===== config.mk =====
export PLATFORM = sky130hd
export DESIGN_NAME = i2c_eeprom_target
export DESIGN_NICKNAME = d
export VERILOG_FILES = /design/src/rtl/i2c_eeprom_target.sv
export SDC_FILE = /design/constraint.sdc
export NUM_CORES = 2
export LEC_CHECK = 0
export BUFFER_PORTS_ARGS = -buffer_cell sky130_fd_sc_hd__buf_2
export CORE_ASPECT_RATIO = 0.6
export CORE_UTILIZATION = 60
export DETAILED_ROUTE_END_ITERATION = 8
export GPL_TIMING_DRIVEN = 0
export PLACE_DENSITY_LB_ADDON = 0.12
export REMOVE_ABC_BUFFERS = 1
export SLEW_MARGIN = 10
export SYNTH_ARGS = -nofsm -noshare
export SYNTH_HDL_FRONTEND = slang
export SYNTH_SLANG_ARGS = --single-unit

===== constraint.sdc =====
create_clock -name clk -period 9.2 [get_ports clk]
set_input_delay 1.84 -clock clk [delete_from_list [all_inputs] [get_ports clk]]
set_output_delay 1.84 -clock clk [all_outputs]
set_load 0.03 [all_outputs]

===== src/rtl/i2c_eeprom_target.sv =====
module i2c_eeprom_target #(
  parameter int          MEM_BYTES   = 256,
  parameter int          SYNC_STAGES = 2,
  parameter logic [3:0]  TYPE_CODE   = 4'b1010
) (
  input  logic       clk,
  input  logic       rst_n,
  input  logic       scl_i,
  input  logic       sda_i,
  output logic       sda_oe,
  input  logic [2:0] strap_i,
  input  logic       wr_protect_i
);
  localparam int AW = $clog2(MEM_BYTES);

  typedef enum logic [2:0] {S_IDLE, S_DEV, S_ADDR, S_WR, S_RD} st_t;

  logic [SYNC_STAGES-1:0] scl_sy, sda_sy;
  logic scl_d, sda_d;

  always_ff @(posedge clk or negedge rst_n)
    if (!rst_n) begin
      scl_sy <= '1;
      sda_sy <= '1;
      scl_d  <= 1'b1;
      sda_d  <= 1'b1;
    end else begin
      scl_sy <= {scl_sy[SYNC_STAGES-2:0], scl_i};
      sda_sy <= {sda_sy[SYNC_STAGES-2:0], sda_i};
      scl_d  <= scl_sy[SYNC_STAGES-1];
      sda_d  <= sda_sy[SYNC_STAGES-1];
    end

  wire scl_s     = scl_sy[SYNC_STAGES-1];
  wire sda_s     = sda_sy[SYNC_STAGES-1];
  wire scl_rise  = scl_s & ~scl_d;
  wire scl_fall  = ~scl_s & scl_d;
  wire start_det = scl_s & scl_d & sda_d & ~sda_s;
  wire stop_det  = scl_s & scl_d & ~sda_d & sda_s;

  st_t          st;
  logic [7:0]   sh;
  logic [3:0]   bitcnt;
  logic         ackph, rw, mack;
  logic [AW-1:0] cnt;
  logic [7:0]   mem [MEM_BYTES];

  wire [7:0] mem_q  = mem[cnt];
  wire       sel_ok = sh[7:1] == {TYPE_CODE, strap_i};
  wire       in_idle = st == S_IDLE;

  always_ff @(posedge clk or negedge rst_n)
    if (!rst_n) begin
      st <= S_IDLE; sh <= '0; bitcnt <= '0; ackph <= 1'b0;
      rw <= 1'b0; mack <= 1'b0; cnt <= '0; sda_oe <= 1'b0;
      for (int i = 0; i < MEM_BYTES; i++) mem[i] <= 8'(i * 37 + 11);
    end else if (start_det) begin
      st <= S_DEV; bitcnt <= '0; ackph <= 1'b0; sda_oe <= 1'b0;
    end else if (stop_det) begin
      st <= S_IDLE; ackph <= 1'b0; sda_oe <= 1'b0;
    end else if (st == S_RD) begin
      if (scl_rise && ackph) mack <= ~sda_s;
      if (scl_fall) begin
        if (!ackph) begin
          if (bitcnt == 4'd7) begin
            sda_oe <= 1'b0;
            ackph  <= 1'b1;
          end else begin
            sh     <= {sh[6:0], 1'b0};
            sda_oe <= ~sh[6];
            bitcnt <= bitcnt + 4'd1;
          end
        end else if (mack) begin
          sh     <= mem_q;
          sda_oe <= ~mem_q[7];
          cnt    <= cnt + AW'(1);
          bitcnt <= '0;
          ackph  <= 1'b0;
        end else begin
          st    <= S_IDLE;
          ackph <= 1'b0;
        end
      end
    end else if (st != S_IDLE) begin
      if (scl_rise && !ackph && bitcnt != 4'd8) begin
        sh     <= {sh[6:0], sda_s};
        bitcnt <= bitcnt + 4'd1;
      end
      if (scl_fall && bitcnt == 4'd8) begin
        if (!ackph) begin
          ackph  <= 1'b1;
          sda_oe <= 1'b1;
          case (st)
            S_DEV: begin
              rw <= sh[0];
              if (!sel_ok) begin
                st     <= S_IDLE;
                ackph  <= 1'b0;
                sda_oe <= 1'b0;
              end
            end
            S_ADDR: cnt <= sh[AW-1:0];
            S_WR: begin
              if (!wr_protect_i) mem[cnt] <= sh;
              cnt <= cnt + AW'(1);
            end
            default: ;
          endcase
        end else begin
          ackph  <= 1'b0;
          bitcnt <= '0;
          sda_oe <= 1'b0;
          case (st)
            S_DEV:
              if (rw) begin
                st     <= S_RD;
                sh     <= mem_q;
                sda_oe <= ~mem_q[7];
                cnt    <= cnt + AW'(1);
              end else st <= S_ADDR;
            S_ADDR:  st <= S_WR;
            default: ;
          endcase
        end
      end
    end
endmodule


==> flow_metrics.py <==
metrics = {
    "status": {
        "status": "complete, no violations",
    },
    "final_layout": {
        "drive_gt1_frac": 0.726,
        "fin_util": 0.668,
        "area_growth_pct": 9.69,
        "final_cells": 8073,
        "finalNetCount": 5800,
        "num-fill-cells": 10574,
    },
    "clock_tree": {
        "post_cts_buffers": 0,
        "numCtsBuffers": 193,
        "h-tree-depth": 4,
        "clock_path_buffers": 4,
        "cts_sinks": 2081,
        "cts_hold_buf": 0,
        "ctsResizeCount": 0,
        "clock-root-buffer": "clkbuf_16",
        "cts_tree": "built",
        "clock_latency_ns": 0.85,
        "clk_pin_slew_worst_paths_ns": 0.07,
    },
    "critical_path": {
        "crit_type": "flop to flop",
        "cp.arrival_ns": 6.14,
        "reg2regPathDepth": 11,
        "required_ns": 9.92,
        "crit_fanout": 38,
        "rrSetupSlack_ns": 3.78,
        "r2r_start": "cnt[0]",
        "setup.worst_path.end_class": "flop",
        "r2r-end": "mem[621]",
        "cp-start-kind": "flop",
    },
    "die": {
        "initial_core_util": 0.609,
        "rows": 113,
        "fp.dieH_um": 314,
        "die_w_um": 521,
        "core_mm2": 0.159,
        "io_pins": 9,
        "die_area_mm2": 0.163,
    },
    "global_route": {
        "grt_pass1_vias": 55800,
        "grtUsageTotal": 0.312,
        "grt_max_degree": 167,
        "grt_overflow": 0,
        "grt_pass1_wl_um": 379000,
        "antenna_found_initial": 19,
    },
    "power_and_ir_drop": {
        "p_leak_nw": 44.6,
        "ir_worst_vdd_v": 0.000174,
        "power_density_mw_per_mm2": 166,
        "power_mw": 17.7,
    },
    "worst_hold_path": {
        "hold_path_end": "scl_sy[1]",
        "hold_path.class": "flop to flop",
        "hold_depth": 0,
        "hp-start": "scl_sy[0]",
    },
    "timing": {
        "tns_ns": 0,
        "worstMarginPinSlew_ns": 1.36,
        "fin_ws_ns": 3.78,
        "rsz0062_at_grt": "no",
        "clock_skew_ns": 0.0297,
        "report.final.hold_viol_count": 0,
        "setup_violations": 0,
        "fmax_mhz": 184,
        "post-route-period-util": 0.589,
        "period_minus_slack_ns": 5.42,
        "relSlewSlack": 0.0885,
        "slew_violations": 0,
    },
    "placement": {
        "place_hpwl_um": 154000,
        "place_inst": 7718,
        "pre_cts_ws_ns": 3.87,
        "port_buffers": 8,
        "gp_congestion": 0.871,
    },
    "logic_synthesis": {
        "synthTopCellsByArea": "dfstp_2 (28%), dfrtp_1 (27%), mux2_2 (24%)",
        "synth_area_per_cell_um2": 16.3,
        "synth.most_common_cell": "mux2_2",
        "synthesis.area_mm2": 0.0970,
        "yosys_register_bits": 2081,
        "yosysUniqueCellTypes": 70,
        "synth_top_cell_by_area": "dfstp_2",
        "yosys_warnings": 0,
        "synth-async-reset-ratio": 1.00,
        "synth_sequential_area_ratio": 0.550,
        "synthTopCellsByCount": "mux2_2 (2056), dfrtp_1 (1051), dfstp_2 (1030)",
        "synth_cells": 5946,
        "synth_edf_count": 0,
        "synthFlopType": "dfrtp_1",
        "synth_top_area_share": 0.279,
    },
    "route": {
        "wirelength_um": 248000,
        "routedWlPerCell_um": 30.7,
        "viasPerCell": 6.66,
        "drtPass1Iterations": 5,
        "first_iter_violations": 4666,
        "vias": 53767,
        "drc": 0,
        "antenna_left": 0,
    },
    "flow_run": {
        "drv_cap": 0,
    },
}
## per-layer routing
metal	share of wire	wire length (µm)	GRT usage
met5	0.00014	34	0
met1	0.45	112000	0.482
met4	0.031	7750	0.0919
met3	0.084	20800	0.0842
met2	0.43	107000	0.434
## power by group
part	total (mW)	internal [mW]	leakage (nW)	switching, mW
sequential	9.23	9.18	25.3	0.0491
clock	8.08	4.55	3.13	3.53
combinational	0.408	0.0706	16.2	0.338
## layout make-up
type | count | area [µm²] | share of cell area
multi-input combinational | 3405 | 41700 | 0.392
inverter | 11 | 53.8 | 0.000505
sequential | 2081 | 53400 | 0.502
timing repair buffer | 94 | 2260 | 0.0212
tap | 2127 | 2660 | 0.0250
clock inverter | 52 | 437 | 0.00410
clock buffer | 297 | 5860 | 0.0550
antenna | 6 | 15.0 | 0.000141
## cell families (layout without fill, tap and decap cells)
| kind of cell | count (synthesis) | after routing | share of synthesized area |
|---|---|---|---|
| AOI/OAI and AO/OA | 174 | 174 | 0.0121 |
| xor gates and xnor gates | 4 | 4 | 0.000361 |
| adders and majority gates | 6 | 6 | 0.000774 |
| buffers and inverters | 460 | 454 | 0.0214 |
| DFF | 2081 | 2081 | 0.550 |
| muxes | 2714 | 2714 | 0.386 |
| other | 0 | 6 | 0 |
| and+or+nand+nor | 507 | 507 | 0.0293 |
## stage by stage
stage               area, µm²  hold WS [ns]
global route           106000         0.365
global placement        97700         0.348
finish                 106000         0.350
detailed placement     100000         0.347
CTS                    106000         0.359
floorplan               95000         0.345
## layout by cell type, fill, tap and decap left out, types with 15 or more instances in the layout
master,Yosys,routed
clkbuf_8,0,55
clkbuf_1,306,45
dfrtp_1,1051,1037
buf_16,0,68
nor2_1,143,138
dfstp_2,1030,1030
a21oi_1,35,35
a22oi_1,15,15
nor2b_1,18,15
mux2_2,2056,2056
buf_12,0,15
nand3_1,32,32
nor3_1,17,17
clkinv_2,1,38
nand2_1,90,72
clkbuf_16,0,197
nor2_4,59,61
o21ai_0,39,39
mux4_2,618,618
mux2i_1,40,40
nor2_2,101,104
## critical path, stage by stage (launching register included)
cell	delay, ns
dfrtp_4	0.62
buf_16	0.29
buf_16	0.23
buf_16	0.22
buf_16	0.23
buf_16	0.27
inv_2	0.69
ha_1	0.26
and2_1	0.36
nand2_4	0.53
nor2_1	1.03
mux2_2	0.42
## state kept, by name (all words and copies together), names as in the netlist
signal and count:
ackph 1, sda_d 1, scl_sy 2, st 3
cnt 8, mack 1, sh 8, scl_d 1
rw 1, sda_oe 1, bitcnt 4, mem 2048
sda_sy 2
## worst max-delay path by stage
stage	to	depth (start not counted)	slack (ns)	from
finish	mem[621]	11	3.78	cnt[0]
global route	mem[621]	11	3.65	cnt[0]
CTS	mem[621]	11	3.87	cnt[0]
detailed placement	mem[92]	12	3.87	cnt[0]
global placement	mem[259]	1	-38.56	rst_n
floorplan	mem[302]	6	-15.12	cnt[0]
(Power assumes the default switching activity.)
